--- src/rtl/coll_status_pkg.sv ---
// Shared helpers for the collision/controller status port.
// Assumes objects are numbered from 0 and that pairs are taken with i<j.
package coll_status_pkg;

    // Linear index of the unordered pair (i,j), i<j, among n objects.
    function automatic int pair_idx(input int i, input int j, input int n);
        return (i * (2 * n - i - 1)) / 2 + (j - i - 1);
    endfunction

endpackage

--- src/rtl/coll_detect.sv ---
// Sticky pairwise collision flags.
// Each flag k is set on any cycle in which both objects of pair k are
// enabled, and it is held until the clear strobe. A new hit in the same
// cycle as the clear wins over the clear.
// Assumes obj_en is already synchronous to clk.
module coll_detect
    import coll_status_pkg::*;
#(
    parameter int NUM_OBJ  = 6,
    localparam int NUM_PAIR = NUM_OBJ * (NUM_OBJ - 1) / 2
) (
    input  logic                clk,
    input  logic                rst_n,
    input  logic [NUM_OBJ-1:0]  obj_en,
    input  logic                clr,
    output logic [NUM_PAIR-1:0] flags
);
    logic [NUM_PAIR-1:0] hit;

    // One AND gate for each unordered pair of objects.
    for (genvar gi = 0; gi < NUM_OBJ; gi++) begin : g_row
        for (genvar gj = gi + 1; gj < NUM_OBJ; gj++) begin : g_col
            assign hit[pair_idx(gi, gj, NUM_OBJ)] = obj_en[gi] & obj_en[gj];
        end
    end

    // Hold the flags, clear them on the strobe, and set them on a hit.
    always_ff @(posedge clk) begin
        if (!rst_n) flags <= '0;
        else        flags <= (flags & {NUM_PAIR{~clr}}) | hit;
    end
endmodule

--- src/rtl/pad_sync.sv ---
// Two-flip-flop synchronizer for the controller pins.
// Assumes each pin is a slow level signal, so single-bit synchronization
// is enough and there is no relation between the bits.
module pad_sync #(
    parameter int WIDTH = 6
) (
    input  logic             clk,
    input  logic             rst_n,
    input  logic [WIDTH-1:0] din,
    output logic [WIDTH-1:0] dout
);
    logic [WIDTH-1:0] meta;

    // Two register stages between the pin and the readable value.
    always_ff @(posedge clk) begin
        if (!rst_n) begin
            meta <= '0;
            dout <= '0;
        end else begin
            meta <= din;
            dout <= meta;
        end
    end
endmodule

--- src/rtl/status_read_mux.sv ---
// Combinational read decode for the status bank.
// Collision addresses 0..NCA-1 carry two flags each, on bits 7 and 6.
// Controller addresses PAD_BASE.. carry one pin each, on bit 7.
// Any other address, or a read with the strobe low, produces no drive.
module status_read_mux #(
    parameter int NUM_PAIR = 15,
    parameter int NUM_PAD  = 6,
    parameter int ADDR_W   = 4,
    parameter int PAD_BASE = 8,
    localparam int NCA     = (NUM_PAIR + 1) / 2
) (
    input  logic [NUM_PAIR-1:0] flags,
    input  logic [NUM_PAD-1:0]  pads,
    input  logic [ADDR_W-1:0]   rd_addr,
    input  logic                rd_en,
    output logic [1:0]          rd_data,
    output logic                rd_oe
);
    logic [2*NCA-1:0] flags_ext;

    // Pad the flag vector to an even width so that the spare slot reads 0.
    assign flags_ext = (2 * NCA)'(flags);

    // Decode the address and route the selected bits to the port.
    always_comb begin
        rd_data = 2'b00;
        rd_oe   = 1'b0;
        if (rd_en) begin
            for (int a = 0; a < NCA; a++) begin
                if (rd_addr == ADDR_W'(a)) begin
                    rd_oe   = 1'b1;
                    rd_data = {flags_ext[2*a], flags_ext[2*a+1]};
                end
            end
            for (int p = 0; p < NUM_PAD; p++) begin
                if (rd_addr == ADDR_W'(PAD_BASE + p)) begin
                    rd_oe   = 1'b1;
                    rd_data = {pads[p], 1'b0};
                end
            end
        end
    end
endmodule

--- src/rtl/coll_status_port.sv ---
// Top level of the collision/controller status port.
// Only data bits 7 and 6 exist here. The bus outside leaves bits 5..0
// undriven. Assumes obj_en is synchronous to clk and pad_in is not.
module coll_status_port #(
    parameter int NUM_OBJ  = 6,
    parameter int NUM_PAD  = 6,
    parameter int ADDR_W   = 4,
    parameter int PAD_BASE = 8,
    localparam int NUM_PAIR = NUM_OBJ * (NUM_OBJ - 1) / 2
) (
    input  logic               clk,
    input  logic               rst_n,
    input  logic [NUM_OBJ-1:0] obj_en,
    input  logic [NUM_PAD-1:0] pad_in,
    input  logic [ADDR_W-1:0]  rd_addr,
    input  logic               rd_en,
    input  logic               clr_we,
    output logic [1:0]         rd_data,
    output logic               rd_oe
);
    logic [NUM_PAIR-1:0] flags_q;
    logic [NUM_PAD-1:0]  pads_s;

    coll_detect #(.NUM_OBJ(NUM_OBJ)) u_det (
        .clk(clk), .rst_n(rst_n), .obj_en(obj_en), .clr(clr_we), .flags(flags_q)
    );

    pad_sync #(.WIDTH(NUM_PAD)) u_sync (
        .clk(clk), .rst_n(rst_n), .din(pad_in), .dout(pads_s)
    );

    status_read_mux #(
        .NUM_PAIR(NUM_PAIR), .NUM_PAD(NUM_PAD), .ADDR_W(ADDR_W), .PAD_BASE(PAD_BASE)
    ) u_mux (
        .flags(flags_q), .pads(pads_s), .rd_addr(rd_addr), .rd_en(rd_en),
        .rd_data(rd_data), .rd_oe(rd_oe)
    );
endmodule

--- config.mk ---
export PLATFORM = sky130hd
export DESIGN_NAME = coll_status_port
export DESIGN_NICKNAME = d
export VERILOG_FILES = /design/src/rtl/coll_status_pkg.sv /design/src/rtl/coll_detect.sv /design/src/rtl/pad_sync.sv /design/src/rtl/status_read_mux.sv /design/src/rtl/coll_status_port.sv
export SDC_FILE = /design/constraint.sdc
export NUM_CORES = 1
export LEC_CHECK = 0
export ABC_AREA = 1
export BUFFER_PORTS_ARGS = -buffer_cell sky130_fd_sc_hd__buf_2
export CAP_MARGIN = 20
export CORE_MARGIN = 3
export CORE_UTILIZATION = 30
export CTS_CLUSTER_DIAMETER = 60
export DETAILED_ROUTE_END_ITERATION = 16
export GPL_TIMING_DRIVEN = 0
export SLEW_MARGIN = 0
export SYNTH_ARGS = -nofsm -noshare
export SYNTH_HDL_FRONTEND = slang
export SYNTH_SLANG_ARGS = --single-unit
--- constraint.sdc ---
create_clock -name clk -period 1.3 [get_ports clk]
set_input_delay 0.13 -clock clk [delete_from_list [all_inputs] [get_ports clk]]
set_output_delay 0.13 -clock clk [all_outputs]
set_load 0.05 [all_outputs]
After elaboration in Yosys (flattened, before gate mapping)
Cells that the tools add are included.

Equality and inequality tests: 13. Muxes and demuxes: 30. Bitwise operators: 18. Reduce and logical (&&, ||, !) cells: 1.

Operators with widths (count): 2-bit two-way mux (15); 4-bit == test (second input constant) (6); 4-bit by 3-bit == test with 1-bit output (second input constant) (4); 1-bit bitwise AND (15); 15-bit bitwise AND (1); 1-bit two-way mux (15); 15-bit bitwise OR (1); 4-bit by 2-bit == test with 1-bit output (second input constant) (2); 4-bit by 1-bit == test with 1-bit output (second input constant) (1); 4-bit zero test (1); 1-bit NOT (1).

Flip-flop bits (word level): 27. Bits of input ports: 20.

Logic depth before layout (Yosys ltp)
Gate-level depths: netlist of the first run.

Word-level depth: 16. Gate-level depth with buffers: 12. Gate-level depth less buffers: 12.

Hierarchy
From an unflattened synthesis of the first run, not the netlist that was laid out.

Cells, all modules: 160. Area total of the unflattened synthesis: 1182.4 um^2.

Modules (own cells, without submodules): coll_detect (instances 1, cells an instance 64, area each 554.3 um^2, sequential area each 300.3 um^2); pad_sync (instances 1, cells an instance 37, area each 341.6 um^2, sequential area each 240.2 um^2); status_read_mux (instances 1, cells an instance 59, area each 286.5 um^2, sequential area each 0.0 um^2).

Worst setup path before layout of the first run
No wires, ideal clock.

Kind: input -> output. Start point: input rd_addr[3]. End point: output rd_data[1]. Arrival time: 1.176 ns. Setup slack: -0.006 ns. Stages on the path: 11. Path through: nor2_1 > nand3_1 > nand2_1 > nor2_1 > nand4_1 > nand2_1 > nand4_1 > nor2_1 > nand3_1 > nand2_1 > inv_1.

Word-level cells in the longest chain between the ends: 16. Elaborated cells between the ends (all ways): 29.

Ends and longest elaborated chain: start, declared (RTL line coll_status_port.sv:15) `input logic [ADDR_W-1:0] rd_addr,`; 4-bit zero test (RTL line status_read_mux.sv:30) `if (rd_addr == ADDR_W'(a)) begin`; 2-bit two-way mux (8 in series) (RTL line status_read_mux.sv:30); 2-bit two-way mux (5 in series) (RTL line status_read_mux.sv:36) `if (rd_addr == ADDR_W'(PAD_BASE + p)) begin`; 2-bit two-way mux (*) (RTL line status_read_mux.sv:36); 2-bit two-way mux (*) (RTL line status_read_mux.sv:28) `if (rd_en) begin`; end, declared (RTL line coll_status_port.sv:18) `output logic [1:0] rd_data,`.

Every way passes the cells marked *; elsewhere a longest branch is shown, timed or not.

Worst setup path in the final report of the first run
Start point: register u_det.flags[2]. End point: output rd_data[1].

Word-level cells in the longest chain between the ends: 14.

Ends and longest elaborated chain: start, declared (RTL line coll_detect.sv:16) `output logic [NUM_PAIR-1:0] flags`; start signal, assigned (RTL line coll_detect.sv:30) `else flags <= (flags & {NUM_PAIR{~clr}}) | hit;`; 2-bit two-way mux (7 in series) (RTL line status_read_mux.sv:30); 2-bit two-way mux (6 in series) (RTL line status_read_mux.sv:36); 2-bit two-way mux (RTL line status_read_mux.sv:28).

No other way between the ends.

==> results of run 1 <==
-- stage by stage --
stage / setup TNS, ps / hold WS [ps]
after global routing: -718 / 30.8
after detailed placement: -586 / 313
after CTS: -527 / 30.4
after global placement: -587 / 314
after floorplan: 0 / 223
final: -547 / 36.6
-- power by group through the flow --
stage          sequential [uW]  clock (uW)  combinational [uW]
2_1_floorplan              901           0                 115
3_3_place_gp               907           0                 189
3_5_place_dp               908           0                 190
4_1_cts                    889         476                 197
5_1_grt                    894         515                 221
6_report                   889         464                 196
-- layer usage --
layer | vias up | global-route usage
met5 | - | 0
met4 | 0 | 0.0456
met3 | 4 | 0.0150
met2 | 22 | 0.171
met1 | 443 | 0.155
li1 | 547 | -
-- area by class of cell --
type | instances | area (sq um)
Fill cell | 391 | 2110
Sequential cell | 27 | 546
Multi-Input combinational cell | 102 | 477
Timing Repair Buffer | 22 | 123
Inverter | 26 | 101
Tap cell | 46 | 57.6
Clock buffer | 3 | 41.3
Buffer | 3 | 11.3
Clock inverter | 1 | 5.00
-- registers in the layout, indices dropped and copies added, names as in the netlist --
name and cells:
u_sync.dout 6, u_det.flags 15, u_sync.meta 6
-- worst paths after layout --
kind	start	endpoint	cells past startpoint
max	u_det.flags[2]$_SDFF_PN0_	rd_data[1]	11
max reg2reg	u_det.flags[11]$_SDFF_PN0_	u_det.flags[11]$_SDFF_PN0_	2
min reg2reg	u_sync.meta[4]$_SDFF_PN0_	u_sync.dout[4]$_SDFF_PN0_	2
min	pad_in[2]	u_sync.meta[2]$_SDFF_PN0_	3
-- Yosys cell counts (all sizes together) --
cell / instances / share of area
nand2: 53 / 0.18
dfxtp: 27 / 0.48
inv: 26 / 0.087
a21oi: 16 / 0.071
nand3: 11 / 0.049
nor2: 10 / 0.049
nand4: 5 / 0.028
clkbuf: 2 / 0.0067
and3: 1 / 0.0067
buf: 1 / 0.0033
nor3: 1 / 0.0045
o2111ai: 1 / 0.0078
o211ai: 1 / 0.0067
o21ai: 1 / 0.0045
o41ai: 1 / 0.0078
or2: 1 / 0.0056
-- what timing repair did --
item                       4_1_cts  5_1_grt
gates resized for setup          8        2
setup endpoints to repair        2        2
pin swaps                        0        2
hold endpoints to repair         0        0
-- worst max-delay path: cells and delay by family (launching register included) --
family	cells	cell delay (ps)
and+or+nand+nor	9	710
DFF	1	330
buffers and inverters	2	230
-- kinds of logic (layout without fill, tap and decap cells) --
kind of cell	count (synthesis)	after routing	share of synthesized area
AO/OA/AOI/OAI	20	20	0.0982
AND/OR/NAND/NOR	82	82	0.323
buffers and inverters	29	55	0.0971
flip-flops	27	27	0.482
==> impl_metrics.json, run 1 <==
{
  "routed_wl_um": 2330,
  "worst_slack_ps": -359,
  "wl_met3_um": 97,
  "place_inst": 226,
  "dpl_cell_area_sq_um": 1290,
  "fp-row-count": 21,
  "clkPwrFrac": 0.300,
  "reg2reg_slack_ps": 690,
  "diodes": 0,
  "timing.critical_path.slowest_stage_cell": "dfxtp_2",
  "drv_slew": 0,
  "critical-path-max-stage-delay_ps": 330,
  "route.met2.wl_um": 1070,
  "met1Wirelength_um": 1130,
  "finalCritPeriodShare": 1.28,
  "die_area_sq_um": 4510,
  "clk_path_buf_depth": 2,
  "switchingPower_uw": 395,
  "cp-end-kind": "output pin",
  "power_density_nw_per_um2": 1140,
  "grt_pass1_vias": 885,
  "ant_nets": 0,
  "port-buffer-count": 22,
  "crit_fanout": 2,
  "gr-total-overflow": 0,
  "peakVddDrop_uv": 436,
  "power.leakage_uw": 0.000678,
  "max_slew_margin": 0.733,
  "layout_common_cells": "nand2_1, inv_1, dfxtp_1, buf_2, a21oi_1",
  "htree_levels": 1,
  "grt.total_usage": 0.111,
  "gp_congestion": 0.828,
  "drc": 0,
  "synth_seq_cells": 27,
  "synth_cells": 158,
  "outcome": "finished with violations",
  "viasPerCell": 4.42,
  "die_w_um": 67.1,
  "wl_per_cell_um": 10.1,
  "ios": 23,
  "nets": 205,
  "instances_no_fill": 230,
  "cts-buffers-inserted": 3,
  "drt_iter0_markers": 57,
  "grt_pass1_wl_um": 3890,
  "synth_area_per_cell_sq_um": 7.10,
  "yosys_warnings": 0,
  "dpl.hpwl_um": 1830,
  "pre_cts_ws_ps": -385,
  "skew_ps": 0.248,
  "synthDistinctLibCells": 20,
  "final_layout_size_suffix_gt1_frac": 0.217,
  "netSwitchingFraction": 0.255,
  "finalPower_uw": 1550,
  "core_sq_um": 3470,
  "crit_chain": "nand3_1 -> nand2_1 -> nor2_1 -> nand4_1 -> nand2_1 -> nand4_1 -> nor2_1 -> nand3_1 -> nand2_2 -> clkinvlp_4 -> buf_6",
  "fmax_ghz": 0.603,
  "p_int_uw": 1150,
  "rsz0062_at_grt": "yes",
  "setup_violations": 2,
  "area_growth_syn_to_layout_pct": 21.4,
  "initial_core_util": 0.323,
  "cp.arrival_ps": 1530,
  "num_vias": 1016,
  "path_clk_slew_ps": 90,
  "ctsHoldBuffers": 0,
  "min_period_ps": 1660,
  "setup.worst_path.start_class": "register",
  "layout_commonest_cell": "nand2_1",
  "finalInstanceArea_sq_um": 1360,
  "hp-class": "in2reg",
  "seqPwrFrac": 0.574,
  "violations": "negative setup slack",
  "required_ps": 1170,
  "dr.pass1.iters": 4,
  "netlist_area_sq_um": 1120,
  "fin_util": 0.392,
  "highest_layer": "met4",
  "cts_tree": "built",
  "clk_latency_ps": 270,
  "tightest_slew_ps": 401,
  "cts_setup_buffers": 0,
  "combPwrFrac": 0.127,
  "fp.dieH_um": 67.1,
  "cts.sinks": 27,
  "antenna_found_initial": 0,
  "cts_root_buf": "clkbuf_8",
  "crit_type": "reg2out",
  "syn_nets": 178,
  "ys_seq_area_frac": 0.482,
  "maxCapViolations": 0,
  "final_hold_viol_count": 0,
  "grt_max_degree": 16
}
Power figures use the tool's default switching activity.
==> run 2: changes to the inputs <==
CAP_MARGIN = 0   (was 20)
CTS_BUF_LIST = sky130_fd_sc_hd__clkbuf_4   (was unset)
==> impl_metrics.json, run 2 (synthesis results as in run 1) <==
{
  "outcome": "finished with violations",
  "violations": "negative setup slack",
  "largestRegisters": "u_det.flags (15), u_sync.dout (6), u_sync.meta (6)",
  "seqCellArea_sq_um": 546,
  "dpl.hpwl_um": 1830,
  "path_clk_slew_ps": 140,
  "routed_wl_um": 2400,
  "cts-buffers-inserted": 3,
  "worst_slack_ps": -429,
  "clk_path_buf_depth": 2,
  "met2_usage": 0.185,
  "grt_max_degree": 16,
  "setup_violations": 2,
  "grt.total_usage": 0.116,
  "grt-busiest-layer": "met2",
  "ant_nets": 0,
  "port-buffer-count": 22,
  "grt_pass1_vias": 930,
  "rsz0062_at_grt": "yes",
  "area_growth_syn_to_layout_pct": 26.5,
  "crit_type": "reg2out",
  "cts_tree": "built",
  "whs_ps": 24.2,
  "ios": 23,
  "dpl_cell_area_sq_um": 1290,
  "cts.sinks": 27,
  "drv_slew": 0,
  "layout_common_cells": "nand2_1, inv_1, dfxtp_1, buf_2, a21oi_1",
  "setup.worst_path.start_class": "register",
  "cp.arrival_ps": 1600,
  "fp.dieH_um": 67.1,
  "fmax_ghz": 0.578,
  "power.leakage_uw": 0.000695,
  "multi_input_area_sq_um": 492,
  "power_density_nw_per_um2": 1030,
  "viasPerCell": 4.36,
  "maxCapViolations": 0,
  "hp-class": "in2reg",
  "final_hold_viol_count": 0,
  "die_area_sq_um": 4510,
  "gr-total-overflow": 0,
  "skew_ps": 0.926,
  "initial_core_util": 0.323,
  "fillers": 389,
  "required_ps": 1170,
  "nets": 211,
  "fp-row-count": 21,
  "die_w_um": 67.1,
  "crit_fanout": 2,
  "core_sq_um": 3470,
  "grt.met3_usage": 0.00998,
  "top_register": "u_det.flags",
  "final_layout_size_suffix_gt1_frac": 0.226,
  "cp-end-kind": "output pin",
  "dr.pass1.iters": 4,
  "cts_setup_buffers": 0,
  "diodes": 0,
  "finalInstanceArea_sq_um": 1420,
  "min_period_ps": 1730,
  "grt_pass1_wl_um": 4050,
  "setup_tns_ps": -672,
  "num_vias": 1028,
  "tightest_slew_ps": 402,
  "peakVddDrop_uv": 427,
  "drt_iter0_markers": 53,
  "finalCritPeriodShare": 1.33,
  "layout_commonest_cell": "nand2_1",
  "cts_root_buf": "clkbuf_4",
  "max_slew_margin": 0.732,
  "wl_per_cell_um": 10.2,
  "largest_reg_flops": 15,
  "drc": 0,
  "antenna_found_initial": 0,
  "htree_levels": 1,
  "use_met1": 0.157,
  "clk_latency_ps": 320,
  "gp_congestion": 0.828
}
[run 2: changes by cell type in the layout (fill, tap and decap cells not counted), sizes merged]
cell / previous run / this run
dlygate4sd3: 0 / 6
[run 2: power breakdown]
group	internal, uW	leakage, uW	switching (uW)	total (uW)
logic	82.1	0.000453	131	213
registers	872	0.000224	19.6	891
clock network	115	0.0000177	239	354
[run 2: stage by stage]
step                 util  std cells  total power (uW)  setup WS, ps
finish              0.409        236              1460          -429
global route        0.409        236              1530          -531
CTS                 0.403        236              1470          -445
detailed placement  0.373        226              1100          -385
global placement    0.373        226              1100          -395
floorplan               -        158              1020          24.7
[run 2: area by class of cell]
class	instances	share of cell area
sequential	27	0.385
timing repair buffer	28	0.129
inverter	26	0.0715
tap	46	0.0406
clock inverter	1	0.00353
buffer	3	0.00794
clock buffer	3	0.0159
multi-input combinational	102	0.347
[run 2: worst max-delay path, cell delays in order, from the launching register on]
cell and delay, ps:
dfxtp_2 350, nand3_1 70, nand2_1 60, nor2_1 80
nand4_1 90, nand2_1 70, nand4_1 70, nor2_1 100
nand3_1 80, nand2_2 90, clkinvlp_4 80, buf_6 150
[run 2: what timing repair did]
| item | in CTS | in global routing |
|---|---|---|
| gates resized for setup | 7 | 6 |
| pin swaps | 0 | 2 |
| endpoints found under the setup margin | 2 | 2 |
| hold buffers | 6 | 0 |
| endpoints found under the hold margin | 6 | 0 |
[run 2: final timing paths]
kind                                   from                   endpoint  slack (ps)  depth (start not counted)
hold reg to reg   u_sync.meta[5]$_SDFF_PN0_  u_sync.dout[5]$_SDFF_PN0_         420                          2
setup / recovery  u_det.flags[2]$_SDFF_PN0_                 rd_data[1]        -430                         11
hold / removal                        rst_n  u_sync.meta[5]$_SDFF_PN0_          20                          3
setup reg to reg  u_det.flags[1]$_SDFF_PN0_  u_det.flags[1]$_SDFF_PN0_         670                          2
[run 2: per-layer routing]
layer	part of all wire	routed length [um]
met1	0.49	1170
met2	0.48	1150
met3	0.026	62
met4	0.0083	20
met5	0	0
==> run 3: changes to the inputs <==
REMOVE_ABC_BUFFERS = 1   (was unset)
SETUP_SLACK_MARGIN = 0.2   (was unset)
==> impl_metrics.json, run 3 (synthesis results as in run 1) <==
{
  "worst_slack_ps": -360,
  "crit_fanout": 2,
  "cts.sinks": 27,
  "final_hold_viol_count": 0,
  "reg2reg_slack_ps": 670,
  "crit_top_cell": "nand2_1",
  "cts-buffers-inserted": 3,
  "die_w_um": 67.1,
  "gr-total-overflow": 0,
  "layout_commonest_cell": "nand2_1",
  "fmax_ghz": 0.602,
  "drv_slew": 0,
  "cts_root_buf": "clkbuf_4",
  "cp_top_family": "simple AND/OR/NAND/NOR gates",
  "fillers": 405,
  "drt_iter0_markers": 65,
  "hp-class": "in2reg",
  "setup_violations": 2,
  "required_ps": 1170,
  "violations": "negative setup slack",
  "crit_chain": "nand3_1 -> nand2_1 -> nor2_1 -> nand4_1 -> nand2_1 -> nand4_1 -> nor2_1 -> nand3_1 -> nand2_1 -> inv_1 -> buf_6",
  "ios": 23,
  "antenna_found_initial": 0,
  "initial_core_util": 0.323,
  "skew_ps": 0.250,
  "clk_latency_ps": 310,
  "crit_type": "reg2out",
  "cp-end-kind": "output pin",
  "critical-path-max-stage-delay_ps": 340,
  "dpl_cell_area_sq_um": 1280,
  "viasPerCell": 4.36,
  "port-buffer-count": 22,
  "grt.total_usage": 0.115,
  "layout_common_cells": "nand2_1, inv_1, dfxtp_1, buf_2, a21oi_1",
  "setup.worst_path.start_class": "register",
  "timing.critical_path.slowest_stage_cell": "dfxtp_1",
  "largestRegisters": "u_det.flags (15), u_sync.dout (6), u_sync.meta (6)",
  "power.leakage_uw": 0.000701,
  "cp.arrival_ps": 1530,
  "min_period_ps": 1660,
  "finalCritPeriodShare": 1.28,
  "rsz0062_at_grt": "yes",
  "tightest_slew_ps": 465,
  "diodes": 0,
  "grt_pass1_vias": 950,
  "worst-path-buf-inv": 2,
  "nets": 208,
  "path_clk_slew_ps": 130,
  "setup_tns_ps": -551,
  "num_vias": 1015,
  "fp.dieH_um": 67.1,
  "routed_wl_um": 2360,
  "htree_levels": 1,
  "outcome": "finished with violations",
  "wl_per_cell_um": 10.1,
  "max_slew_margin": 0.690,
  "peakVddDrop_uv": 281,
  "largest_reg_flops": 15,
  "drc": 0,
  "die_area_sq_um": 4510,
  "dr.pass1.iters": 4,
  "power_density_nw_per_um2": 1040,
  "cts_tree": "built",
  "core_sq_um": 3470,
  "instances_no_fill": 233,
  "fp-row-count": 21,
  "grt_max_degree": 16,
  "final_layout_size_suffix_gt1_frac": 0.214,
  "finalInstanceArea_sq_um": 1400,
  "finalPower_uw": 1460,
  "ant_nets": 0,
  "top_register": "u_det.flags",
  "area_growth_syn_to_layout_pct": 24.9,
  "clk_path_buf_depth": 2,
  "grt_pass1_wl_um": 4030,
  "place_inst": 223,
  "gp_congestion": 0.843,
  "maxCapViolations": 0,
  "dpl.hpwl_um": 1730
}
==> run 3: power by group <==
part / switching [uW] / internal [uW]
Sequential: 18.0 / 871
Clock: 222 / 141
Combinational: 128 / 79.5
==> run 3: layout make-up <==
cell class / count / area, sq um / share of cell area
Clock buffer: 4 / 30.0 / 0.0214
Timing Repair Buffer: 28 / 183 / 0.130
Tap cell: 46 / 57.6 / 0.0411
Multi-Input combinational cell: 102 / 488 / 0.349
Sequential cell: 27 / 544 / 0.389
Inverter: 26 / 97.6 / 0.0697
==> run 3: stage by stage <==
stage | worst slack, ps | util | hold slack (ps)
final | -360 | 0.404 | 77.7
after detailed placement | -338 | 0.368 | 316
after global routing | -530 | 0.404 | 58.3
after global placement | -340 | 0.368 | 315
after CTS | -380 | 0.402 | 75.9
after floorplan | -5.98 | - | 223
==> run 3: tightest hold or removal path: stages <==
cell and delay, ps:
buf_2 130, nand2_1 60, a21oi_1 50
==> run 3: final timing paths <==
path                               endpoint  cells after the start                 startpoint
setup / recovery                 rd_data[1]                     11  u_det.flags[2]$_SDFF_PN0_
hold / removal    u_det.flags[0]$_SDFF_PN0_                      3                  obj_en[1]
setup reg to reg  u_det.flags[7]$_SDFF_PN0_                      2  u_det.flags[7]$_SDFF_PN0_
hold reg to reg   u_sync.dout[1]$_SDFF_PN0_                      2  u_sync.meta[1]$_SDFF_PN0_
==> run 3: repair_timing <==
| action | 4_1_cts | 5_1_grt |
|---|---|---|
| resized for setup | 9 | 2 |
| hold buffers | 6 | 0 |
| hold endpoints to repair | 6 | 0 |
| pin swaps | 1 | 2 |
| endpoints found under the setup margin | 2 | 2 |
| buffers inserted | 0 | 0 |
==> run 3: per-layer routing <==
metal / GRT usage / wire (um) / up-vias
li1: - / - / 553
met1: 0.150 / 1180 / 445
met2: 0.190 / 1090 / 15
met3: 0.0200 / 66 / 2
met4: 0.0380 / 25 / 0
met5: 0 / 0 / -
